<file path="config.mk">
export PLATFORM = sky130hd
export DESIGN_NAME = adc_trig_seq
export DESIGN_NICKNAME = d
export VERILOG_FILES = /design/src/rtl/adc_seq_pkg.sv /design/src/rtl/adc_ext_sync.sv /design/src/rtl/adc_trig_arb.sv /design/src/rtl/adc_scan_fsm.sv /design/src/rtl/adc_trig_seq.sv
export SDC_FILE = /design/constraint.sdc
export NUM_CORES = 1
export LEC_CHECK = 0
export BUFFER_PORTS_ARGS = -buffer_cell sky130_fd_sc_hd__buf_2
export CAP_MARGIN = 20
export CORE_MARGIN = 2
export CORE_UTILIZATION = 49
export DETAILED_ROUTE_END_ITERATION = 12
export MAX_ROUTING_LAYER = met4
export PLACE_DENSITY = 0.81
export SYNTH_ARGS = -nofsm -noshare
export SYNTH_HDL_FRONTEND = slang
export SYNTH_SLANG_ARGS = --single-unit
</file>
<file path="constraint.sdc">
create_clock -name clk -period 2.1 [get_ports clk]
set_input_delay 0.105 -clock clk [delete_from_list [all_inputs] [get_ports clk]]
set_output_delay 0.105 -clock clk [all_outputs]
set_load 0.01 [all_outputs]
</file>
<file path="src/rtl/adc_seq_pkg.sv">
package adc_seq_pkg;
  typedef enum logic [1:0] {SQ_IDLE, SQ_CONV, SQ_GAP} seq_state_t;

  typedef struct packed {
    logic scan_en;
    logic t1_src;
    logic t1_frq;
    logic t0_frq;
    logic gap_short;
    logic hw_en;
    logic src_timer;
  } mode_t;
endpackage

</file>
<file path="src/rtl/adc_ext_sync.sv">
module adc_ext_sync (
  input  logic clk,
  input  logic rst_n,
  input  logic pin_i,
  output logic rise_o
);
  logic [2:0] sh_q;

  always_ff @(posedge clk or negedge rst_n) begin
    if (!rst_n) sh_q <= '0;
    else        sh_q <= {sh_q[1:0], pin_i};
  end

  assign rise_o = sh_q[1] & ~sh_q[2];


  edge_pulse_chk: assert property (@(posedge clk) disable iff (!rst_n)
    rise_o |=> !rise_o);
endmodule

</file>
<file path="src/rtl/adc_trig_arb.sv">
module adc_trig_arb (
  input  logic hw_en_i,
  input  logic src_timer_i,
  input  logic sw_start_i,
  input  logic tick_i,
  input  logic ext_rise_i,
  output logic trig_o
);
  logic hw_trig;

  always_comb begin
    hw_trig = src_timer_i ? tick_i : ext_rise_i;
    trig_o  = hw_en_i ? hw_trig : sw_start_i;
  end
endmodule

</file>
<file path="src/rtl/adc_scan_fsm.sv">
module adc_scan_fsm
  import adc_seq_pkg::*;
#(
  parameter int CH_W      = 4,
  parameter int GAP_SHORT = 50,
  parameter int GAP_LONG  = 93
) (
  input  logic            clk,
  input  logic            rst_n,
  input  logic            trig_i,
  input  logic            scan_en_i,
  input  logic            gap_short_i,
  input  logic [CH_W-1:0] lo_i,
  input  logic [CH_W-1:0] hi_i,
  input  logic            done_i,
  output logic            busy_o,
  output logic            start_o,
  output logic [CH_W-1:0] chan_o
);
  localparam int GAP_MAX = (GAP_SHORT > GAP_LONG) ? GAP_SHORT : GAP_LONG;
  localparam int GW      = $clog2(GAP_MAX + 1);
  localparam logic [GW-1:0] LOAD_S = GW'(GAP_SHORT - 1);
  localparam logic [GW-1:0] LOAD_L = GW'(GAP_LONG - 1);

  seq_state_t      st_q;
  logic [GW-1:0]   gcnt_q;
  logic [CH_W-1:0] chan_q;
  logic            start_q;
  logic            last_ch;

  assign last_ch = !scan_en_i || (chan_q >= hi_i);

  always_ff @(posedge clk or negedge rst_n) begin
    if (!rst_n) begin
      st_q    <= SQ_IDLE;
      gcnt_q  <= '0;
      chan_q  <= '0;
      start_q <= 1'b0;
    end else begin
      start_q <= 1'b0;
      unique case (st_q)
        SQ_IDLE: if (trig_i) begin
          st_q    <= SQ_CONV;
          chan_q  <= lo_i;
          start_q <= 1'b1;
        end
        SQ_CONV: if (done_i) begin
          if (last_ch) st_q <= SQ_IDLE;
          else begin
            st_q   <= SQ_GAP;
            gcnt_q <= gap_short_i ? LOAD_S : LOAD_L;
          end
        end
        SQ_GAP: begin
          if (gcnt_q == '0) begin
            st_q    <= SQ_CONV;
            chan_q  <= chan_q + 1'b1;
            start_q <= 1'b1;
          end else gcnt_q <= gcnt_q - 1'b1;
        end
        default: st_q <= SQ_IDLE;
      endcase
    end
  end

  assign busy_o  = (st_q != SQ_IDLE);
  assign start_o = start_q;
  assign chan_o  = chan_q;


  start_busy_chk: assert property (@(posedge clk) disable iff (!rst_n)
    start_o |-> busy_o);

  start_pulse_chk: assert property (@(posedge clk) disable iff (!rst_n)
    start_o |=> !start_o);

  last_done_chk: assert property (@(posedge clk) disable iff (!rst_n)
    (st_q == SQ_CONV && done_i && last_ch) |=> !busy_o);
endmodule

</file>
<file path="src/rtl/adc_trig_seq.sv">
module adc_trig_seq
  import adc_seq_pkg::*;
#(
  parameter int CH_W      = 4,
  parameter int GAP_SHORT = 50,
  parameter int GAP_LONG  = 93
) (
  input  logic            clk,
  input  logic            rst_n,
  input  logic            cfg_wr_i,
  input  logic [1:0]      cfg_addr_i,
  input  logic [7:0]      cfg_wdata_i,
  input  logic            stat_rd_i,
  input  logic            ext_trig_i,
  input  logic            tmr_tick_i,
  input  logic            dac_busy_i,
  input  logic            conv_done_i,
  output logic            conv_start_o,
  output logic [CH_W-1:0] conv_chan_o,
  output logic [7:0]      stat_o,
  output logic            ovr_o
);
  mode_t           mode_q;
  logic [CH_W-1:0] lo_q, hi_q;
  logic            ovr_q, sw_start, ext_rise, trig, busy;

  always_ff @(posedge clk or negedge rst_n) begin
    if (!rst_n) begin
      mode_q <= '0;
      lo_q   <= '0;
      hi_q   <= '0;
    end else if (cfg_wr_i) begin
      unique case (cfg_addr_i)
        2'd0:    mode_q <= mode_t'(cfg_wdata_i[6:0]);
        2'd1:    lo_q   <= cfg_wdata_i[CH_W-1:0];
        2'd2:    hi_q   <= cfg_wdata_i[CH_W-1:0];
        default: ;
      endcase
    end
  end

  assign sw_start = cfg_wr_i && (cfg_addr_i == 2'd3) && cfg_wdata_i[0];

  adc_ext_sync i_sync (
    .clk(clk), .rst_n(rst_n), .pin_i(ext_trig_i), .rise_o(ext_rise));

  adc_trig_arb i_arb (
    .hw_en_i(mode_q.hw_en), .src_timer_i(mode_q.src_timer),
    .sw_start_i(sw_start), .tick_i(tmr_tick_i), .ext_rise_i(ext_rise),
    .trig_o(trig));

  adc_scan_fsm #(.CH_W(CH_W), .GAP_SHORT(GAP_SHORT), .GAP_LONG(GAP_LONG)) i_fsm (
    .clk(clk), .rst_n(rst_n), .trig_i(trig), .scan_en_i(mode_q.scan_en),
    .gap_short_i(mode_q.gap_short), .lo_i(lo_q), .hi_i(hi_q),
    .done_i(conv_done_i), .busy_o(busy), .start_o(conv_start_o),
    .chan_o(conv_chan_o));

  always_ff @(posedge clk or negedge rst_n) begin
    if (!rst_n)            ovr_q <= 1'b0;
    else if (busy && trig) ovr_q <= 1'b1;
    else if (stat_rd_i)    ovr_q <= 1'b0;
  end

  assign ovr_o  = ovr_q;
  assign stat_o = {busy, dac_busy_i, mode_q.t1_src, mode_q.t1_frq,
                   mode_q.t0_frq, mode_q.gap_short, mode_q.hw_en,
                   mode_q.src_timer};


  ovr_set_chk: assert property (@(posedge clk) disable iff (!rst_n)
    (busy && trig) |=> ovr_o);

  idle_hold_chk: assert property (@(posedge clk) disable iff (!rst_n)
    (!busy && !trig) |=> !busy);

  sw_lockout_chk: assert property (@(posedge clk) disable iff (!rst_n)
    (mode_q.hw_en && !busy && sw_start && !tmr_tick_i && !ext_rise) |=> !busy);
endmodule

</file>
==> results of run 1 <==
==> logic make-up (layout without fill, tap and decap cells) <==
group,after synthesis,after routing
AND/OR/NAND/NOR,34,34
flip-flops,33,33
adder cells (fa/ha/maj),6,6
multiplexers,15,15
AO/OA/AOI/OAI,36,36
buffers and inverters,17,58
==> metrics by stage <==
stage / instance area, sq um / power (uW) / util (%) / hold WS (ns) / std cells
after global routing: 1978 / 2716 / 63.75 / 0.02963 / 226
after global placement: 1809 / 1963 / 58.31 / 0.1918 / 212
after detailed placement: 1809 / 2041 / 58.31 / 0.1964 / 212
final: 1978 / 2539 / 63.75 / 0.02488 / 226
after CTS: 1929 / 2451 / 62.18 / 0.02558 / 225
after floorplan: 1618 / 1707 / - / -0.1906 / 141
==> timing repair <==
action	4_1_cts	5_1_grt
endpoints found under the hold margin	37	0
hold buffers	5	0
endpoints found under the setup margin	0	7
setup buffers	0	1
gates resized for setup	0	6
==> power groups by stage <==
stage | sequential [uW] | combinational, uW | clock [uW]
after floorplan | 1030 | 682 | 0
after global placement | 1020 | 946 | 0
after detailed placement | 1030 | 1010 | 0
after CTS | 1020 | 1020 | 413
after global routing | 1060 | 1210 | 439
final | 1040 | 1090 | 407
==> registers in the layout (all words and copies together), names as in the netlist <==
| signal | cells |
|---|---|
| ovr_o | 1 |
| i_fsm.start_o | 1 |
| lo_q | 4 |
| mode_q | 1 |
| i_fsm.st_q | 2 |
| i_fsm.gcnt_q | 7 |
| hi_q | 4 |
| stat_o | 6 |
| i_sync.sh_q | 3 |
| i_fsm.chan_o | 4 |
==> metal layers <==
metal / routed length, um / global-route usage, %
met5: 0 / -
met4: 63 / 8.815
met3: 187 / 7.353
met2: 1685 / 32.67
met1: 1461 / 25.17
==> final timing paths <==
path	slack (ns)	cells past startpoint	to	startpoint
min	0.02	2	hi_q[1]	cfg_wdata_i[1]
max	0.06	7	i_fsm.chan_o[3]	i_fsm.gcnt_q[0]
min in group asynchronous	0.34	2	i_fsm.chan_o[3]	rst_n
min reg2reg	0.38	0	i_sync.sh_q[1]	i_sync.sh_q[0]
max in group asynchronous	1.29	2	i_fsm.gcnt_q[1]	rst_n
max reg2reg	0.06	7	i_fsm.chan_o[3]	i_fsm.gcnt_q[0]
==> final cells by class <==
class | count | share of cell area, %
timing repair buffer | 41 | 12.65
clock inverter | 1 | 0.2530
multi-input combinational | 91 | 37.57
inverter | 9 | 1.708
clock buffer | 7 | 3.289
sequential | 33 | 41.75
tap | 44 | 2.783
==> layout by cell type (no fill, tap or decap), types with 3 or more instances in the layout <==
cell type,n
nand3b_1,3
a21oi_1,5
clkbuf_4,5
ha_1,5
dfrtp_1,33
buf_2,28
a22o_1,5
buf_4,8
mux2_2,15
inv_1,8
dlygate4sd3_1,5
nand2_1,10
a31oi_1,6
o21ai_0,7
nor2_1,8
==> summary by stage, run 1 <==
Place
The detailed placer's ending HPWL is between 2000 and 3000 um. At the end of routability-driven placement, the weighted congestion stood at around 0.8. Timing analysis after detailed placement gives a worst setup slack of ~0.031 ns. Input and output buffers added on the ports amount to 28.

Floorplanning
The number of primary I/O pins is 32. The die outline width is 61.46 um. The die span in y is 61.46 um. The floorplan row count is 20. For this configuration, the core starts out at a cell density of between 50% and 60%. The full die area is 3777 sq um. In this run the standard cell core region covers about 3100 sq um.

CTS
The largest buffer count on any clock path is 2. The clock latency reported for the late side of the worst-skew pair is ~0.35 ns. Clock tree synthesis selected as its root buffer the cell clkbuf_4. The number of clock sinks is 33. After clock tree synthesis, the clock-pin slew on the worst setup and hold paths is roughly 0.11 ns. TritonCTS built the clock tree. In this run the number of H-tree levels came out at 2. The number of clock buffers inserted by TritonCTS is 5.

Yosys
The count of unique library cells instantiated by Yosys is 37. The portion of the post-synthesis area used by sequential elements is between 50% and 60%. Summed over all instances, the cell type with the most area after synthesis is dfrtp_1. The synthesis warning total is 0.

The synthesized netlist devotes ~16% of its cell area to compound gates. By area the synthesized netlist is led by dfrtp_1 (51%), mux2_2 (10%), ha_1 (4.6%), a22o_1 (2.7%), a31oi_1 (2.3%). The count of flip-flops with a built-in enable after synthesis is 0.

The async set-reset flop share out of synthesis is 100.0%. The combinational family with the most area after synthesis is compound AO/OA/AOI/OAI gates. The area of the mapped netlist is ~1600 sq um.

After synthesis the netlist holds a flip-flop and latch count of 33. The area share of and/or/nand/nor cells after synthesis is about an eighth. The arithmetic-cell share of the synthesized area counting full adders, half adders and majority gates is between 4 and 5%. The number of standard cells after synthesis is approximately 140. When the netlist entered floorplanning its net count stood at around 170.

The area share of xor/xnor cells in the synthesized design is 0%. The multiplexer fraction of the synthesized cell area is 10.44%. By count the netlist is led by dfrtp_1 (33), mux2_2 (15), nand2_1 (10). The library cell with the highest instance count after synthesis is dfrtp_1. In the synthesized netlist the dominant register cell turns out to be dfrtp_1. Each instance of the synthesized netlist takes up on average around 11 sq um. The share of synthesized area in the top cell type comes to 51.04%.

Job
Across the run, the number of max-cap violations was 0.

Power
In this run the power spent charging and discharging nets is approximately 990 uW. The proportion of power drawn by flip-flops and latches is 40.8%. The analysis attributes to cell leakage a power of just under 0.0009 uW. Per report_power, the combinational group accounts for a little over two fifths of the total. The share of total power consumed by net switching is 38.84%. The power density normalized to cell area is between 1000 and 1500 nW/um^2. The clock network burns around 16% of the power.

The worst voltage drop across the vdd grid is around 0.46 mV. Cell internal power was estimated by the tool at approximately 1600 uW.

STA
The routed design could run at a clock period as short as a little over 2 ns. Setup slack on the critical path of the routed design comes to between 0.05 and 0.06 ns. The setup TNS after final layout is 0 ns.

Measured against its own limit, the worst slew margin works out to between 50 and 60%. Setup repair after global routing left no endpoint under its margin. The number of endpoints with negative hold slack in the final report is 0.

Setup violations remaining at the end of the flow were counted as 0. Derived from the worst setup path, the maximum achievable clock frequency is 0.4902 GHz. The number of max-slew violations in the final report is 0.

The post-route clock skew is 0.01459 ns. Dividing the final minimum period by the clock period gives a little over nine tenths. At the pin with the least slew margin, the transition time is around 0.70 ns.

Detailed routing
The total iterations of the first detailed-routing run is 4. The via count of the routed design is 1274. Dividing the detail-routed wire length by the instance count gives between 15 and 20 um. In the routed layout, each cell is associated on average with a via count of between 5 and 6. The remaining antenna violation count after routing is 0.

The iteration-0 DRC count of the detailed router is 35. The count of unresolved DRC violations after routing is 0. The aggregate routed wire length is 3398 um.

GRT
The number of global-route vias before repair came to 1246. The overall fraction of global-route tracks in use is between 20% and 30%. The wire length of the first global-routing pass is between 5000 and 6000 um. The initial antenna violation count is 0. The remaining global-route overflow is 0. Entering global routing, the biggest net connects 34 pins.

Hold path
In this run the worst hold path is classified as in -> reg.

Cells and area
The area added between synthesis and finish is 22.27%. The count of filler cells inserted in the layout is 266. The net total in the final layout is 205. The share of final-layout standard cells stronger than drive strength 1 is approximately two fifths. The area occupied by registers is 825.8 sq um. The total area of multi-input combinational cells is 743.2 sq um. The number of diodes added for antenna fixing is 0.

Worst setup path
The number of buffer and inverter instances along the worst setup path is 1. The worst setup path is of the reg -> reg kind. Traced cell by cell, the critical path runs through inv_1, ha_4, or4b_4, or3_4, nor3_2, o21ai_1, o211a_1. STA puts the critical path data arrival time at approximately 2.3 ns. The category of the worst setup path launch point is a flip-flop. In this run the worst path has a maximum fanout of 4. STA puts the critical path data required time at around 2.4 ns. The master of the slowest instance on the critical path is or4b_4. Broken down by cell family, the worst path's largest delay share belongs to simple AND/OR/NAND/NOR gates. In this design, the stage delay of the slowest critical-path cell is between 0.4 and 0.5 ns. STA classifies the critical path endpoint as a flip-flop.

Run status
The flow ran to the end, and the final reports show no timing, DRC or antenna violations.
Power figures use the tool's default switching activity.
==> run 2, diff against run 1 <==
CORE_UTILIZATION = 45   (was 49)
PLACE_DENSITY = 0.76   (was 0.81)
==> run 2 against run 1 <==
- critical path depth fell by 1
- wire length fell by 1.2%
- first-iteration DRC count rose by 63%
==> summary by stage, run 2 (synthesized netlist as in run 1, its figures left out) <==
Run status
The run finished with clean final reports.

Worst setup path
The arrival time at the worst endpoint is 2.29 ns (about the same). The logic depth of the worst path, buffers included is 6 (-1). The count of cells along the worst register-to-register path was 6 (-1). The worst endpoint required time is 2.33 ns (-0.02 ns). The biggest fanout along the worst timing path is 4 (unchanged). The worst stage delay on the critical path came to 0.50 ns (+0.03 ns). The category of the worst setup path launch point is a flip-flop. The slowest stage of the critical path is the or4b_4 cell.

The critical path goes through inv_1, ha_2, or4b_4, or3_4, a2111oi_4, a21oi_1. The start-to-end type of the worst setup path is reg -> reg. The worst setup path is captured at a flip-flop. The number of buffer and inverter instances along the worst setup path is 1 (unchanged).

The kind of cell with the highest combined delay along the critical path is simple AND/OR/NAND/NOR gates.

Detailed routing
The number of vias per cell after detailed routing is 5.384 (-4.5%). The total iterations of the first detailed-routing run is 4 (unchanged). The via count of the routed design is 1249 (-2.0%). The remaining antenna violation count after routing is 0 (unchanged). The iteration-0 DRC count of the detailed router is 57 (+63%).

The aggregate routed wire length came to 3356 um (-1.2%). The count of unresolved DRC violations after routing is 0 (unchanged). The detail-routed net length per standard cell came to 14.47 um (-3.8%).

Place
The detailed placer's ending HPWL is 2482 um (-0.74%). The number of I/O port buffers is 28 (unchanged). The final RePlAce weighted congestion is 0.8229 (about the same). The post-placement setup slack is 0.03980 ns (+0.009051 ns).

STA
The number of endpoints with negative hold slack in the final report was 0 (unchanged). The slack of the critical path is 0.03464 ns (-0.02528 ns). Setup repair after global routing could not meet its margin everywhere. The post-route clock skew is 0.009243 ns (-0.005343 ns).

The remaining max-slew budget at the tightest pin is 53.21% (+0.11 points). The final cycle utilization of the critical path was 98.35% (+1.2 points). The final setup violation count is 0 (unchanged). The pin slew with the least headroom to its limit came to 0.7018 ns (-0.001713 ns). The minimum clock period is 2.065 ns (+0.02528 ns). The timing-limited maximum frequency is 0.4842 GHz (-1.2%). The worst hold slack is 0.02182 ns (-0.003062 ns).

The number of max-slew violations in the final report is 0 (unchanged).

Cells and area
The total area of multi-input combinational cells came to 747.0 sq um (+0.50%). The commonest non-fill, non-tap cell in the layout is dfrtp_1. The area occupied by registers is 825.8 sq um (unchanged). The register name with the most flops is i_fsm.gcnt_q. The net total in the final layout is 209 (+2.0%).

Leaving out fill and tap cells, the most frequent cells in the layout are dfrtp_1 (33), buf_2 (28), mux2_2 (15), buf_4 (11), nand2_1 (10). The number of diodes added for antenna fixing is 0 (unchanged). The area added between synthesis and finish is 25.83%.

The count of filler cells inserted in the layout is 278 (+4.5%). The share of final-layout standard cells stronger than drive strength 1 is 38.71% (+0.25 points). The number of flip-flops under the largest register name is 7 (unchanged).

CTS
The clock latency reported for the late side of the worst-skew pair was 0.34 ns (about the same). The largest buffer count on any clock path is 2 (unchanged). The number of clock sinks is 33 (unchanged).

TritonCTS built the clock tree. The level count of the clock H-tree is 2 (unchanged). The CTS clock-pin slew for the worst setup and hold paths was 0.11 ns (about the same).

The tree is rooted in a clkbuf_4. The number of clock buffers inserted by TritonCTS is 5 (unchanged).

Power
The share of total power consumed by net switching was 37.35% (-1.5 points). The worst voltage drop across the vdd grid is 0.6721 mV (+47%). The power density normalized to cell area is 1311 nW/um^2 (+2.2%). The portion of total power attributed to combinational logic was 43.2% (about the same).

The net switching power of the design is 996.8 uW (+1.1%). The proportion of power drawn by flip-flops and latches is 37.9% (-2.9 points). The proportion of power drawn by the clock network was 18.9% (+2.9 points).

The leakage component of the power is 0.0009140 uW (+2.3%). The internal portion of total power came to 1672 uW (+7.7%).

Hold path
The instance count along the most critical hold path is 2 (unchanged). The path class of the tightest hold or removal check is in -> reg.

GRT
The initial antenna violation count came to 0 (unchanged). The wire length of the first global-routing pass is 5940 um (+8.2%). The number of global-route vias before repair is 1294 (+3.9%). The maximum number of pins on one net before global-route repair came to 34 (unchanged). The remaining global-route overflow is 0 (unchanged). The overall fraction of global-route tracks in use is 19.31% (-1.8 points).

Floorplanning
The starting utilization of the core area is 47.73% (-4.4 points). The area of the core region is 3390 sq um (+9.2%). The number of primary I/O pins was 32 (unchanged). The floorplan row count was 21 (+5.0%). The die outline width came to 63.96 um (+4.1%). The full die area came to 4091 sq um (+8.3%). The die span in y is 63.96 um (+4.1%).

Job
The max-capacitance violation count is 0 (unchanged).
## run 2: final timing paths
kind / slack, ns / startpoint / to
min in group asynchronous: 0.33 / rst_n / i_fsm.chan_o[0]
worst min register to register: 0.37 / i_sync.sh_q[0] / i_sync.sh_q[1]
max in group asynchronous: 1.31 / rst_n / hi_q[3]
worst max-delay path: 0.03 / i_fsm.gcnt_q[0] / i_fsm.chan_o[2]
worst max register to register: 0.03 / i_fsm.gcnt_q[0] / i_fsm.chan_o[2]
worst min-delay path: 0.02 / cfg_wdata_i[3] / stat_o[3]
## run 2: stage by stage
step,power [uW],instance area (sq um),TNS [ns],utilization (%),instances
6_report,2669,2036,0,60.06,232
3_3_place_gp,2002,1827,0,53.89,216
2_1_floorplan,1707,1618,0,-,141
4_1_cts,2575,1976,0,58.29,230
3_5_place_dp,2054,1827,0,53.89,216
5_1_grt,2887,2036,-0.1536,60.06,232
## run 2: layer usage
metal  part of all wire, %  track usage, %  up-vias
met4                   1.1           5.707        0
met3                   6.9           5.106        5
met1                    43           23.45      596
li1                      -               -      606
met5                     0               -        -
met2                    49           31.64       42
## run 2: power groups by stage
| stage | sequential [uW] | combinational (uW) | clock (uW) |
|---|---|---|---|
| finish | 1010 | 1150 | 505 |
| floorplan | 1030 | 682 | 0 |
| global placement | 993 | 1010 | 0 |
| global route | 1040 | 1300 | 543 |
| CTS | 996 | 1060 | 521 |
| detailed placement | 1010 | 1040 | 0 |
## run 2: layout make-up
| class | count | share of cell area (%) |
|---|---|---|
| Timing Repair Buffer | 45 | 13.89 |
| Sequential cell | 33 | 40.57 |
| Inverter | 9 | 1.659 |
| Clock inverter | 2 | 1.844 |
| Tap cell | 46 | 2.827 |
| Clock buffer | 6 | 2.520 |
| Multi-Input combinational cell | 91 | 36.69 |
## run 2: repair_timing
action | CTS | global route
hold buffers | 6 | 0
buffers inserted | 0 | 2
gates resized for setup | 0 | 6
setup endpoints to repair | 0 | 7
hold endpoints to repair | 38 | 0
==> run 3, diff against run 2 <==
PLACE_DENSITY = 0.69   (was 0.76)
SYNTH_HIERARCHICAL = 1   (was default)
==> run 3 against run 2 <==
- sequential power rose by 4%
- total power rose by 1.0%
- non-clock buffer count fell by 10
- largest power group unchanged
- utilization fell by 4.9 points
- flip-flop and latch count did not move
- clock skew fell by 0.0020 ns
- global-route usage fell by 0.66 points
- sequential share of layout area fell by 0.30 points
- critical path depth rose by 1
- combinational power barely moved
- largest cell class is now multi-input gates
- synthesized area rose by 9.5%
- wire length rose by 3.1%
==> summary by stage, run 3 <==
STA
The slack of the critical path came to 0.1252 ns (+0.09055 ns). The timing-limited maximum frequency is 0.5064 GHz (+4.6%). The remaining max-slew budget at the tightest pin is 51.53% (-1.7 points). Setup repair after global routing left no endpoint under its margin. The post-route clock skew is 0.007204 ns (-0.002038 ns).

The minimum clock period is 1.975 ns (-0.09055 ns). The final setup violation count is 0 (unchanged). The setup TNS after final layout is 0 ns (unchanged). The number of max-slew violations in the final report is 0 (unchanged).

The final cycle utilization of the critical path is 94.04% (-4.3 points). The number of endpoints with negative hold slack in the final report is 0 (unchanged). The pin slew with the least headroom to its limit came to 0.7270 ns (+0.02524 ns).

Yosys
The portion of the post-synthesis area used by sequential elements is 46.61% (-4.4 points). The synthesized design spends more area on one cell type than any other, namely dfrtp_1. The number of synthesized register bits is 33 (unchanged).

After synthesis, the cell types taking the most area are dfrtp_1 (47%), mux2_2 (10%), ha_1 (4.9%), buf_4 (3.4%), a21oi_1 (2.5%). The count of flip-flops with a built-in enable after synthesis is 0 (unchanged). The async set-reset flop share out of synthesis was 100.0% (unchanged). The commonest cells after synthesis are dfrtp_1 (33), mux2_2 (16), nand2_1 (12), nor2_1 (12), a21oi_1 (9).

The area of the mapped netlist was 1772 sq um (+9.5%). The dominant synthesized flop cell is dfrtp_1. The area share of the leading cell type in the synthesized netlist was 46.61% (-4.4 points).

In the post-synthesis netlist, the cell with the most instances is dfrtp_1. The synthesis warning total is 6 (+6). The synthesized netlist net count is 184 (+12%). The number of standard cells after synthesis came to 159 (+13%). The count of unique library cells instantiated by Yosys is 41 (+11%).

The post-synthesis average cell area is 11.14 sq um (-2.9%).

CTS
The post-cts gate resize count is 0 (unchanged). The number of setup buffers added after CTS is 0 (unchanged). The clock tree root buffer cell is clkbuf_8.

The clock latency reported for the late side of the worst-skew pair is 0.28 ns (-0.06 ns). The number of clock sinks is 33 (unchanged). The largest buffer count on any clock path is 2 (unchanged). TritonCTS built the clock tree. The number of clock buffers inserted by TritonCTS is 5 (unchanged). The level count of the clock H-tree is 2 (unchanged). The CTS clock-pin slew for the worst setup and hold paths was 0.07 ns (-0.04 ns).

Cells and area
The library cells used most frequently in the layout, excluding fill and tap cells, are dfrtp_1 (33), buf_2 (28), mux2_2 (16), nand2_1 (12), nor2_1 (12). The net total in the final layout is 216 (+3.3%). The area added between synthesis and finish is 15.75%. Leaving out fill and tap cells, the most frequent cell in the layout is dfrtp_1. The number of non-filler instances in the completed layout is 239 (+3.0%).

The register name with the most flops is i_fsm/gcnt_q. The share of final-layout standard cells stronger than drive strength 1 was 35.08% (-3.6 points). The number of flip-flops under the largest register name came to 7 (unchanged). The post-route core utilization is 55.19% (-4.9 points).

The number of diodes added for antenna fixing was 0 (unchanged).

Place
The number of I/O port buffers is 28 (unchanged). The detailed placer's ending HPWL came to 2528 um (+1.9%). The post-placement setup slack came to 0.1350 ns (+0.09518 ns). The final RePlAce weighted congestion is 0.8320 (+1.1%). The cell count after placement is 229 (+6.0%).

Worst setup path
The worst setup path is launched from a flip-flop. The setup slack on the worst flop-to-flop path is 0.13 ns (+0.09 ns). The capturing point of the worst reg2reg path is i_fsm/gcnt_q[1]. The arrival time at the worst endpoint is 2.15 ns (-0.14 ns).

The biggest fanout along the worst timing path is 5 (+1). The start-to-end type of the worst setup path is reg -> reg. The count of cells along the worst register-to-register path is 7 (+1).

STA classifies the critical path endpoint as a flip-flop. In this run the worst setup path begins at hi_q[0]. The worst register-to-register path begins at hi_q[0].

The worst endpoint required time is 2.27 ns (-0.06 ns).

Run status
The run finished with clean final reports.

Detailed routing
The via count of the routed design is 1281 (+2.6%). The total iterations of the first detailed-routing run is 4 (unchanged). The remaining antenna violation count after routing is 0 (unchanged). The detail-routed net length per standard cell is 14.48 um (+0.11%). The iteration-0 DRC count of the detailed router was 58 (+1.8%). The count of unresolved DRC violations after routing is 0 (unchanged). The number of vias per cell after detailed routing came to 5.360 (-0.44%). The aggregate routed wire length is 3461 um (+3.1%).

GRT
The overall fraction of global-route tracks in use is 18.65% (-0.66 points). The remaining global-route overflow is 0 (unchanged). The wire length of the first global-routing pass is 5858 um (-1.4%). The maximum number of pins on one net before global-route repair is 34 (unchanged).

The initial antenna violation count was 0 (unchanged). The number of global-route vias before repair is 1249 (-3.5%).

Hold path
The worst hold path endpoint is stat_o[4]. The hold path startpoint is cfg_wdata_i[4]. The class of the most critical hold timing path is in -> reg.

The instance count along the most critical hold path is 2 (unchanged).

Floorplanning
The full die area is 4455 sq um (+8.9%). The die outline width is 66.75 um (+4.4%). The area of the core region is 3716 sq um (+9.6%).

The number of primary I/O pins is 32 (unchanged). The die span in y is 66.75 um (+4.4%). The floorplan row count is 22 (+4.8%). The starting utilization of the core area came to 47.68% (-0.053 points).

Power
The proportion of power drawn by the clock network is 17.5% (-1.4 points). The power density normalized to cell area is 1315 nW/um^2 (+0.27%). The internal portion of total power is 1655 uW (-1.0%). The portion of total power attributed to combinational logic is 43.5% (+0.3 points). The leakage component of the power is 0.0009713 uW (+6.3%). The share of total power consumed by net switching came to 38.63% (+1.3 points).

The proportion of power drawn by flip-flops and latches is 39.0% (+1.1 points). The total chip power was 2696 uW (+1.0%). The worst voltage drop across the vdd grid is 0.6358 mV (-5.4%).

The net switching power of the design is 1041 uW (+4.5%).

Job
The max-capacitance violation count is 0 (unchanged).
-- run 3: timing repair --
item                                    CTS  global route
hold buffers                              3             0
endpoints found under the hold margin    35             0
endpoints found under the setup margin    0             1
-- run 3: power by group through the flow --
stage / clock network (uW) / registers [uW] / logic (uW)
after floorplan: 0 / 1050 / 848
after global placement: 0 / 1040 / 1130
after detailed placement: 0 / 1060 / 1160
after CTS: 486 / 1050 / 1180
after global routing: 512 / 1080 / 1320
final: 471 / 1050 / 1170
-- run 3: worst max path at each step --
| stage | to | slack (ns) | cells after the start |
|---|---|---|---|
| after floorplan | i_fsm/gcnt_q[1] | 0.1 | 8 |
| after global placement | i_fsm/gcnt_q[1] | 0.17 | 7 |
| after detailed placement | i_fsm/gcnt_q[1] | 0.13 | 7 |
| after CTS | i_fsm/gcnt_q[1] | 0.11 | 7 |
| after global routing | i_fsm/gcnt_q[1] | 0.01 | 7 |
| final | i_fsm/gcnt_q[1] | 0.13 | 7 |
-- run 3: cell families after synthesis --
| family | after synthesis | synth area share (%) |
|---|---|---|
| adder cells (fa/ha/maj) | 7 | 4.943 |
| AND/OR/NAND/NOR | 43 | 15.61 |
| flip-flops | 33 | 46.61 |
| buffers and inverters | 19 | 5.862 |
| XOR/XNOR | 1 | 0.4944 |
| AO/OA/AOI/OAI | 34 | 12.57 |
| multiplexers | 22 | 13.91 |
-- run 3: critical path, cell delays in order, from the launching register on --
cell and delay (ns):
dfrtp_1 0.39, ha_1 0.30, nand2b_1 0.14, a211oi_1 0.28
o211a_1 0.32, nor2_8 0.07, inv_4 0.08, mux2_4 0.29
-- run 3: area by class of cell --
type / count / area, sq um
clock buffer: 7 / 86.33
fill: 352 / 1665
inverter: 9 / 36.28
multi-input combinational: 107 / 842.1
sequential: 33 / 825.8
tap: 48 / 60.06
timing repair buffer: 35 / 200.2
-- run 3: layer usage --
layer | vias up | GRT usage [%] | wire length [um]
met1 | 614 | 22.39 | 1575
li1 | 627 | - | -
met3 | 7 | 5.068 | 170
met2 | 33 | 30.13 | 1655
met4 | 0 | 6.888 | 59
met5 | - | - | 0
-- run 3: stage by stage --
step | cell area [sq um] | hold slack [ns]
after floorplan | 1772 | -0.1906
after global placement | 1934 | 0.1947
after detailed placement | 1934 | 0.2018
after CTS | 2051 | 0.04732
after global routing | 2051 | 0.06226
final | 2051 | 0.05780
